[src/rtl/demux_pkg.sv]
package demux_pkg;
  // strobe set from control to datapath, one per sample-clock edge
  typedef struct packed {
    logic load;     // ports take a new pair on this edge
    logic realign;  // phase of the half-rate flag is forced on this edge
  } demuxStrobe_t;
endpackage

[src/rtl/demux_ctrl.sv]
module demux_ctrl
  import demux_pkg::*;
#(
  parameter int PRI_LAT = 7
) (
  input  logic         clk,
  input  logic         rstN,
  input  logic         syncIn,
  output logic         rdyOut,
  output logic         rstOut,
  output demuxStrobe_t strobe
);
  localparam int RST_LAT = PRI_LAT - 1;

  logic [RST_LAT:0] rstPipe;
  logic             rdyQ;
  logic             rdyNext;

  // stage i holds syncIn from i edges back
  always_ff @(posedge clk or negedge rstN) begin
    if (!rstN) rstPipe <= '0;
    else       rstPipe <= {rstPipe[RST_LAT-1:0], syncIn};
  end

  assign rstOut = rstPipe[RST_LAT];

  always_comb begin
    strobe.realign = rstPipe[RST_LAT] & ~rstPipe[RST_LAT-1];
    rdyNext        = strobe.realign ? 1'b0 : ~rdyQ;
    strobe.load    = rdyNext & ~rdyQ;
  end

  always_ff @(posedge clk or negedge rstN) begin
    if (!rstN) rdyQ <= 1'b0;
    else       rdyQ <= rdyNext;
  end

  assign rdyOut = rdyQ;


  rdy_toggle_chk: assert property (@(posedge clk) disable iff (!rstN)
    !rstOut |=> (rdyOut != $past(rdyOut)));


  rdy_during_rst_chk: assert property (@(posedge clk) disable iff (!rstN)
    (rstOut && $past(rstOut)) |-> (rdyOut != $past(rdyOut)));


  rdy_realign_chk: assert property (@(posedge clk) disable iff (!rstN)
    $fell(rstOut) |-> !rdyOut);
endmodule

[src/rtl/demux_datapath.sv]
module demux_datapath
  import demux_pkg::*;
#(
  parameter int WIDTH   = 8,
  parameter int PRI_LAT = 7
) (
  input  logic             clk,
  input  logic             rstN,
  input  logic [WIDTH-1:0] sampleIn,
  input  demuxStrobe_t     strobe,
  output logic [WIDTH-1:0] priPort,
  output logic [WIDTH-1:0] auxPort
);
  localparam int DEPTH = PRI_LAT + 1;

  logic [WIDTH-1:0] pipe [DEPTH];
  logic [WIDTH-1:0] priQ;
  logic [WIDTH-1:0] auxQ;

  always_ff @(posedge clk or negedge rstN) begin
    if (!rstN) pipe[0] <= '0;
    else       pipe[0] <= sampleIn;
  end

  for (genvar i = 1; i < DEPTH; i++) begin : g_stage
    always_ff @(posedge clk or negedge rstN) begin
      if (!rstN) pipe[i] <= '0;
      else       pipe[i] <= pipe[i-1];
    end
  end

  always_ff @(posedge clk or negedge rstN) begin
    if (!rstN) begin
      priQ <= '0;
      auxQ <= '0;
    end else if (strobe.load) begin
      priQ <= pipe[PRI_LAT-1];
      auxQ <= pipe[PRI_LAT];
    end
  end

  assign priPort = priQ;
  assign auxPort = auxQ;


  port_hold_chk: assert property (@(posedge clk) disable iff (!rstN)
    !strobe.load |=> ($stable(priQ) && $stable(auxQ)));


  pri_latency_chk: assert property (@(posedge clk) disable iff (!rstN)
    strobe.load |=> (priQ == $past(pipe[PRI_LAT-2], 2)));


  aux_older_chk: assert property (@(posedge clk) disable iff (!rstN)
    strobe.load |=> (auxQ == $past(pipe[PRI_LAT-1], 2)));
endmodule

[src/rtl/sample_demux_1to2.sv]
module sample_demux_1to2
  import demux_pkg::*;
#(
  parameter int WIDTH   = 8,
  parameter int PRI_LAT = 7
) (
  input  logic             clk,
  input  logic             rstN,
  input  logic [WIDTH-1:0] sampleIn,
  input  logic             syncIn,
  output logic [WIDTH-1:0] priPort,
  output logic [WIDTH-1:0] auxPort,
  output logic             rdyOut,
  output logic             rstOut
);
  demuxStrobe_t strobe;

  demux_ctrl #(.PRI_LAT(PRI_LAT)) ctrl_i (
    .clk    (clk),
    .rstN   (rstN),
    .syncIn (syncIn),
    .rdyOut (rdyOut),
    .rstOut (rstOut),
    .strobe (strobe)
  );

  demux_datapath #(.WIDTH(WIDTH), .PRI_LAT(PRI_LAT)) dp_i (
    .clk      (clk),
    .rstN     (rstN),
    .sampleIn (sampleIn),
    .strobe   (strobe),
    .priPort  (priPort),
    .auxPort  (auxPort)
  );


  reset_quiet_chk: assert property (@(posedge clk)
    !rstN |-> (!rdyOut && !rstOut && priPort == '0 && auxPort == '0));
endmodule

[config.mk]
export PLATFORM = sky130hd
export DESIGN_NAME = sample_demux_1to2
export DESIGN_NICKNAME = d
export VERILOG_FILES = /design/src/rtl/demux_pkg.sv /design/src/rtl/demux_ctrl.sv /design/src/rtl/demux_datapath.sv /design/src/rtl/sample_demux_1to2.sv
export SDC_FILE = /design/constraint.sdc
export NUM_CORES = 1
export LEC_CHECK = 0
export ABC_AREA = 1
export ABC_CLOCK_PERIOD_IN_PS = 1300
export BUFFER_PORTS_ARGS = -buffer_cell sky130_fd_sc_hd__buf_2
export CAP_MARGIN = 20
export CELL_PAD_IN_SITES_DETAIL_PLACEMENT = 1
export CELL_PAD_IN_SITES_GLOBAL_PLACEMENT = 1
export CORE_ASPECT_RATIO = 0.7
export CORE_MARGIN = 3
export CORE_UTILIZATION = 40
export DETAILED_ROUTE_END_ITERATION = 7
export PLACE_DENSITY_LB_ADDON = 0.1
export RECOVER_POWER = 100
export SLEW_MARGIN = 20
export SYNTH_ARGS = -nofsm -noshare
export SYNTH_HDL_FRONTEND = slang
export SYNTH_HIERARCHICAL = 1
export SYNTH_SLANG_ARGS = --single-unit
[constraint.sdc]
create_clock -name clk -period 1.3 [get_ports clk]
set_clock_uncertainty 0.1 [all_clocks]
set_input_delay 0.13 -clock clk [delete_from_list [all_inputs] [get_ports clk]]
set_output_delay 0.13 -clock clk [all_outputs]
set_load 0.03 [all_outputs]
Word-level counts from Yosys, hierarchy flattened
Cells that the tools add are included.
{"block": "op_classes", "addsub": 0, "mul": 0, "n_div": 0, "magnitude_cmp": 0, "n_eq_ne": 0, "n_shift": 0, "mux": 1, "bitwise_logic": 4, "n_reduce_logical": 0}
{"op": "$and A1 B1 Y1", "n": 2}
{"op": "$not A1 Y1", "n": 2}
{"op": "$mux W1", "n": 1}
{"block": "totals", "regBits": 88, "latch_bits": 0, "mem_bits_rw": 0, "rom_bits": 0, "in_bits": 11, "memories": 0}

Logic depth before layout (Yosys ltp)
Gate-level depths: netlist of run 1.
{"block": "depth", "depth_word": 4, "ltp_mapped": 8, "depth_no_buf": 5}

By module
The synthesis of run 1 kept the hierarchy.
{"mod": "demux_datapath", "n_inst": 1, "cells_per_inst": 132, "area_each_um2": 2245.9, "seq_area_each_um2": 2001.9}
{"mod": "demux_ctrl", "n_inst": 1, "cells_per_inst": 13, "area_each_um2": 227.7, "seq_area_each_um2": 200.2}

Worst setup path before layout of run 1
No wires, ideal clock.
{"block": "synth_path", "path_kind": "register -> register", "from": "register ctrl_i.rstPipe[6]", "to": "register dp_i.auxQ[5] (netlist: dp_i/auxPort[5])", "arrival_time_ps": 1170, "t_required_ps": 1082, "setup_slack_ps": -87, "stages_incl_launch_ff": 8, "path_buffers": 3, "synth_period_minus_slack_ps": 1387, "path_cell_list": "dfrtp_1 > a21oi_2 > buf_4 > buf_6 > inv_6 > buf_12 > nand2_1 > nand2_1"}
{"item": "start, declared", "line_no": "demux_ctrl.sv:15", "rtl": "logic [RST_LAT:0] rstPipe;"}
{"item": "start signal, assigned", "line_no": "demux_ctrl.sv:22", "rtl": "else rstPipe <= {rstPipe[RST_LAT-1:0], syncIn};"}
{"item": "end signal, assigned", "line_no": "demux_datapath.sv:38", "rtl": "auxQ <= pipe[PRI_LAT];"}
{"item": "end, declared", "line_no": "demux_datapath.sv:18", "rtl": "logic [WIDTH-1:0] auxQ;"}

Worst setup path after layout of run 1
{"block": "layout_path", "from": "register ctrl_i.rdyQ (netlist: ctrl_i/rdyOut)", "to": "output port rdyOut"}
{"item": "start, declared", "line_no": "demux_ctrl.sv:16", "rtl": "logic rdyQ;"}
{"item": "start signal, assigned", "line_no": "demux_ctrl.sv:35", "rtl": "else rdyQ <= rdyNext;"}
{"item": "end, declared", "line_no": "sample_demux_1to2.sv:13", "rtl": "output logic rdyOut,"}
No word-level cell between the ends.

==> results by group, run 1 <==
Clock network
  • CTS buffer count: 9
  • Clk root buf: clkbuf_8
  • Hold-fix buffers, CTS: 10
  • Max Root-Sink Buffers: 2
  • CTS clock-pin slew for the worst setup and hold paths: 90 ps
  • Clock Latency Late Sink: 350 ps
  • H-tree Lvls: 3
  • Post-cts sizing count: 0
  • Post-CTS Setup Inserts: 0
  • CTS tree: built
  • CTS Sinks: 88

Global route
  • Initial antenna violation count: 0
  • Remaining Overflow, GRT: 0
  • Global-route usage over all layers: between 10% and 20%
  • Pin count of the biggest net entering global routing: 58
  • First-pass GRT wire length: ~5.7 mm
  • Number of global-route vias before repair: 1205

Timing
  • Count of pins over their slew limit: 0
  • RSZ-0062 raised after global routing: no
  • Slew at the pin with the worst max-slew slack: 746 ps
  • Final hold violation count: 0
  • Tmin final: 1180 ps
  • Max-slew headroom: 50.3%
  • Setup Viol. Count Final: 0
  • Tcrit/Tclk final: a little over 90%
  • FMAX: between 800 and 900 MHz
  • Hold slack: between 150 and 200 ps

Min path
  • Worst min path class: in2async

Die
  • Initial Util: a little over two fifths
  • Core Area: 0.00584 sq mm
  • Die area: approximately 0.0072 sq mm
  • Chip Height: about 72 microns
  • IO Pins: 29
  • Rows: 23
  • Die W: between 90 and 100 microns

Setup path
  • Delay of the slowest cell on the worst path: between 400 and 500 ps
  • Reg2Reg Depth: 5
  • Crit path to: rdyOut
  • Origin of the critical flop-to-flop path: ctrl_i/rdyOut$_DFF_PN0_
  • Critical path cell sequence: clkbuf_2
  • CP Data Required Time: 1070 ps
  • Crit Path Class: reg2out
  • Worst path slowest cell: dfrtp_2
  • Worst path bufs/invs: 1
  • RR Endpoint: dp_i/priPort[4]$_DFFE_PN0P_
  • Crit end category: output port
  • WP data arrival: 950 ps
  • Cell count along the critical path: 1
  • Crit path launch type: flip-flop
  • CP top delay family: flip-flops
  • Critical Path Source: ctrl_i/rdyOut$_DFF_PN0_
  • R2R setup slack: around 130 ps
  • Maximum fanout along the worst path: 2

Power and ir drop
  • PD cells: 1820 mW/mm^2
  • VDD IR max: 0.000960 V
  • Static Leak: roughly 0.0015 uW

Route
  • Residual DRC: 0
  • DR vias/cell: about 4.2
  • DRT iter0 DRCs: 49
  • Final antenna-violating net count: 0
  • DR WL/cell: 11.9 microns
  • Drt pass-1 iters: 4
  • Via count: ~1100
  • Total Wirelength: roughly 3.2 mm

Finish
  • P&R area growth vs syn: 21.5%
  • # diodes: 0
  • Final #Nets: about 200
  • Reg area: 0.00220 sq mm
  • Share of post-route cells with drive strength above 1: approximately 27%
  • Fillers: between 500 and 600
  • Multi-input combinational cell area: between 150 and 200 sq um
  • Final Non-Filler Cells: around 270

Placement
  • Final Wtd Congestion: slightly below 0.7
  • PortBufs: 28
  • HPWL Detailed: just over 2 mm
  • Placed insts: roughly 250

Synthesis
  • Syn_area_per_cell: ~17 sq um
  • Synthesized instance count: ~140
  • Yosys Warn Count: 6
  • Synth Net Count: 154
  • Mapped cell area: around 0.0025 sq mm

Flow run
  • MaxCap Viol Count: 0

Status
  • Status: complete, no violations
==> layer usage <==
metal | vias up | wire [microns] | GRT usage, %
li1 | 528 | - | -
met1 | 570 | 1380 | 12.6
met2 | 38 | 1540 | 16.3
met3 | 4 | 249 | 5.93
met4 | 0 | 47 | 5.45
met5 | - | 0 | 0
==> where the power goes <==
| group | total, uW | switching [uW] | internal [uW] | leakage [uW] |
|---|---|---|---|---|
| registers | 3030 | 89.4 | 2940 | 0.00103 |
| clock network | 1890 | 966 | 925 | 0.000106 |
| logic | 526 | 370 | 155 | 0.000331 |
| total | 5440 | 1430 | 4020 | 0.00147 |
==> final cells by class <==
| class | count | share of cell area, % |
|---|---|---|
| Clock buffer | 9 | 4.13 |
| Clock inverter | 7 | 2.76 |
| Inverter | 2 | 0.334 |
| Multi-Input combinational cell | 49 | 6.47 |
| Sequential cell | 88 | 73.6 |
| Tap cell | 75 | 3.13 |
| Timing Repair Buffer | 41 | 9.60 |
==> through the flow <==
step | utilization (%) | power (uW) | instance area, sq um | setup slack (ps) | TNS, ps
floorplan | - | 3400 | 2470 | -15.5 | -119
global placement | 46.5 | 3590 | 2720 | 188 | 0
detailed placement | 46.5 | 3620 | 2720 | 123 | 0
CTS | 51.7 | 5560 | 3020 | 95.9 | 0
global route | 51.3 | 5740 | 3000 | 32.5 | 0
finish | 51.3 | 5440 | 3000 | 119 | 0
==> worst min path at each step <==
stage	cells after the start	end
finish	3	dp_i/auxPort[4]$_DFFE_PN0P_
global route	3	dp_i/auxPort[4]$_DFFE_PN0P_
CTS	3	dp_i/pipe[38]$_DFF_PN0_
detailed placement	2	dp_i/auxPort[5]$_DFFE_PN0P_
global placement	2	dp_i/auxPort[5]$_DFFE_PN0P_
floorplan	0	ctrl_i/rdyOut$_DFF_PN0_
==> sequential cells by signal, summed over array words and instances, names as in the netlist <==
signal          cells
dp_i/pipe          64
dp_i/auxPort        8
dp_i/priPort        8
ctrl_i/rstPipe      7
ctrl_i/rdyOut       1
==> cell usage in the layout, fill, tap and decap left out <==
master         instances
dfrtp_1               86
nand2_1               46
clkbuf_2              19
dlygate4sd3_1         10
clkbuf_8               9
buf_2                  9
inv_6                  5
dfrtp_2                2
nand2_2                2
buf_12                 2
bufinv_16              1
clkinv_4               1
inv_1                  1
a21oi_2                1
inv_4                  1
buf_4                  1
Note: power is estimated with default switching activity, not from simulation.
==> run 2, diff against run 1 <==
--- a/config.mk
+++ b/config.mk
@@ -6,7 +6,7 @@
 export NUM_CORES = 1
 export LEC_CHECK = 0
 export ABC_AREA = 1
-export ABC_CLOCK_PERIOD_IN_PS = 1300
+export ABC_CLOCK_PERIOD_IN_PS = 990
 export BUFFER_PORTS_ARGS = -buffer_cell sky130_fd_sc_hd__buf_2
 export CAP_MARGIN = 20
 export CELL_PAD_IN_SITES_DETAIL_PLACEMENT = 1
==> constraint.sdc (replaced) <==
create_clock -name clk -period 0.99 [get_ports clk]
set_clock_uncertainty 0.1 [all_clocks]
set_input_delay 0.099 -clock clk [delete_from_list [all_inputs] [get_ports clk]]
set_output_delay 0.099 -clock clk [all_outputs]
set_load 0.03 [all_outputs]
==> run 2 against run 1 <==
Clock power is 35% higher. Hold slack got worse by 100 ps. Non-clock buffer count is 18 higher. Critical path type is now reg2reg. Via count increased by 6.1%. Count of clock-buffer cells in the layout rose by 1. Setup slack worse by 280 ps. Sequential cell count stayed put. The flow now finishes with violations (setup timing). Sequential power increased by 32%.
==> results by group, run 2 (same netlist as run 1, synthesis figures left out) <==
Status
  • Status: complete, but fails checks (was complete, no violations)
  • Failing checks: setup timing

Finish
  • Final #Nets: 220 (was 202)
  • Leading cell types in the layout, fill and taps excluded: 86 x dfrtp_1, 39 x nand2_1, 20 x buf_6 (was 86 x dfrtp_1, 46 x nand2_1, 19 x clkbuf_2)
  • Final Non-Filler Cells: 289 (was 271)
  • Max reg flops: 64 (unchanged)
  • P&R area growth vs syn: 33.3% (was 21.5%)
  • Largest Register: dp_i/pipe (unchanged)
  • # diodes: 0 (unchanged)
  • Commonest non-fill, non-tap cell in the layout: dfrtp_1 (unchanged)
  • Share of post-route cells with drive strength above 1: 36.4% (was 27.0%)
  • Final Core Density: 56.3% (was 51.3%)

Global route
  • First-pass GRT wire length: 6.31 mm (was 5.66 mm)
  • Initial antenna violation count: 0 (unchanged)
  • Global-route usage over all layers: 12.2% (was 10.8%)
  • Number of global-route vias before repair: 1364 (was 1205)
  • Remaining Overflow, GRT: 0 (unchanged)
  • Pin count of the biggest net entering global routing: 52 (was 58)

Power and ir drop
  • Static Leak: 0.00160 uW (was 0.00147 uW)
  • VDD IR max: 0.000929 V (was 0.000960 V)
  • PD cells: 2320 mW/mm^2 (was 1820 mW/mm^2)
  • Power, Total: 7610 uW (was 5440 uW)

Setup path
  • Worst path slowest cell: dfrtp_2 (unchanged)
  • Crit path launch type: flip-flop (unchanged)
  • Crit end category: flip-flop (was output port)
  • Critical path cell sequence: a21oi_4, buf_6, inv_8, nand2_2, nand2_1 (was clkbuf_2)
  • CP Data Required Time: 1120 ps (was 1070 ps)
  • Maximum fanout along the worst path: 16 (was 2)
  • Delay of the slowest cell on the worst path: 440 ps (was 420 ps)
  • Crit Path Class: reg2reg (was reg2out)
  • WP data arrival: 1280 ps (was 950 ps)

Route
  • Residual DRC: 0 (unchanged)
  • Drt pass-1 iters: 4 (unchanged)
  • Total Wirelength: 3.62 mm (was 3.22 mm)
  • DR WL/cell: 12.5 microns (was 11.9 microns)
  • DRT iter0 DRCs: 45 (was 49)
  • Via count: 1210 (was 1140)
  • DR vias/cell: 4.19 (was 4.21)
  • Final antenna-violating net count: 0 (unchanged)

Timing
  • RSZ-0062 raised after global routing: yes (was no)
  • FMAX: roughly 870 MHz
  • Tmin final: 1150 ps
  • Final hold violation count: 0 (unchanged)
  • Setup Viol. Count Final: 34 (was 0)
  • Count of pins over their slew limit: 0 (unchanged)
  • Max-slew headroom: 76.0% (was 50.3%)
  • Final worst setup slack: -157 ps (was 119 ps)
  • Tcrit/Tclk final: 116%
  • Slew at the pin with the worst max-slew slack: 359 ps (was 746 ps)

Clock network
  • CTS clock-pin slew for the worst setup and hold paths: 80 ps (was 90 ps)
  • CTS buffer count: 9 (unchanged)
  • Max Root-Sink Buffers: 2 (unchanged)
  • CTS tree: built (unchanged)
  • Clk root buf: clkbuf_8 (unchanged)
  • CTS Sinks: 88 (unchanged)
  • H-tree Lvls: 3 (unchanged)
  • Clock Latency Late Sink: 340 ps (was 350 ps)

Die
  • Chip Height: 71.7 microns (unchanged)
  • IO Pins: 29 (unchanged)
  • Rows: 23 (unchanged)
  • Initial Util: 42.2% (unchanged)
  • Die area: 0.00716 sq mm (unchanged)
  • Die W: 99.9 microns (unchanged)
  • Core Area: 0.00584 sq mm (unchanged)

Placement
  • HPWL Detailed: 2.16 mm (was 2.06 mm)
  • Final Wtd Congestion: 0.718 (was 0.682)
  • PortBufs: 28 (unchanged)
  • Placed insts: 247 (was 245)

Flow run
  • MaxCap Viol Count: 0 (unchanged)

Min path
  • Worst min path class: in2async (unchanged)
## run 2: what timing repair did
| item | in CTS | in global routing |
|---|---|---|
| hold endpoints to repair | 97 | 0 |
| pin swaps | 2 | 2 |
| hold buffers | 10 | 0 |
| gates cloned | 0 | 0 |
| resized for setup | 41 | 3 |
| endpoints found under the setup margin | 34 | 35 |
| setup buffers | 13 | 3 |
## run 2: stage by stage
| step | worst slack (ps) | hold WS (ps) | TNS, ps | area [sq um] |
|---|---|---|---|---|
| after CTS | -162 | 28.5 | -4580 | 3270 |
| after detailed placement | -222 | -135 | -3070 | 2720 |
| after global routing | -225 | 114 | -5710 | 3290 |
| final | -157 | 95.3 | -3850 | 3290 |
| after global placement | -150 | -145 | -2310 | 2720 |
| after floorplan | -325 | -297 | -4430 | 2470 |
## run 2: area by class of cell
type,count,area [sq um]
timing repair buffer,59,543
fill,557,2550
tap,75,93.8
clock inverter,6,83.8
multi-input combinational,49,219
sequential,88,2200
inverter,2,15.0
clock buffer,10,128
## run 2: metal layers
metal | up-vias | share of wire (%) | GRT usage [%]
li1 | 565 | - | -
met1 | 615 | 41 | 12.9
met3 | 0 | 7.0 | 7.10
met4 | 0 | 0 | 4.09
met5 | - | 0 | 0
met2 | 30 | 52 | 20.5
## run 2: where the power goes
group	total (uW)	internal (uW)	switching (uW)
logic	1060	501	558
registers	4000	3860	138
clock network	2560	1410	1140
## run 2: path summary, 6_finish.rpt
path	to	depth (start not counted)	slack, ps	start
max	dp_i/priPort[4]$_DFFE_PN0P_	5	-160	ctrl_i/rstPipe[6]$_DFF_PN0_
min	dp_i/pipe[49]$_DFF_PN0_	2	100	rstN
max reg2reg	dp_i/priPort[4]$_DFFE_PN0P_	5	-160	ctrl_i/rstPipe[6]$_DFF_PN0_
min reg2reg	dp_i/pipe[31]$_DFF_PN0_	0	250	dp_i/pipe[39]$_DFF_PN0_
max in group asynchronous	dp_i/pipe[12]$_DFF_PN0_	3	130	rstN
min in group clk	dp_i/pipe[31]$_DFF_PN0_	0	250	dp_i/pipe[39]$_DFF_PN0_
## run 2: critical path: cells and delay by family (launching register included)
family	cells	cell delay (ps)
and+or+nand+nor	2	120
buffers and inverters	2	220
DFF	1	440
AOI/OAI and AO/OA	1	160
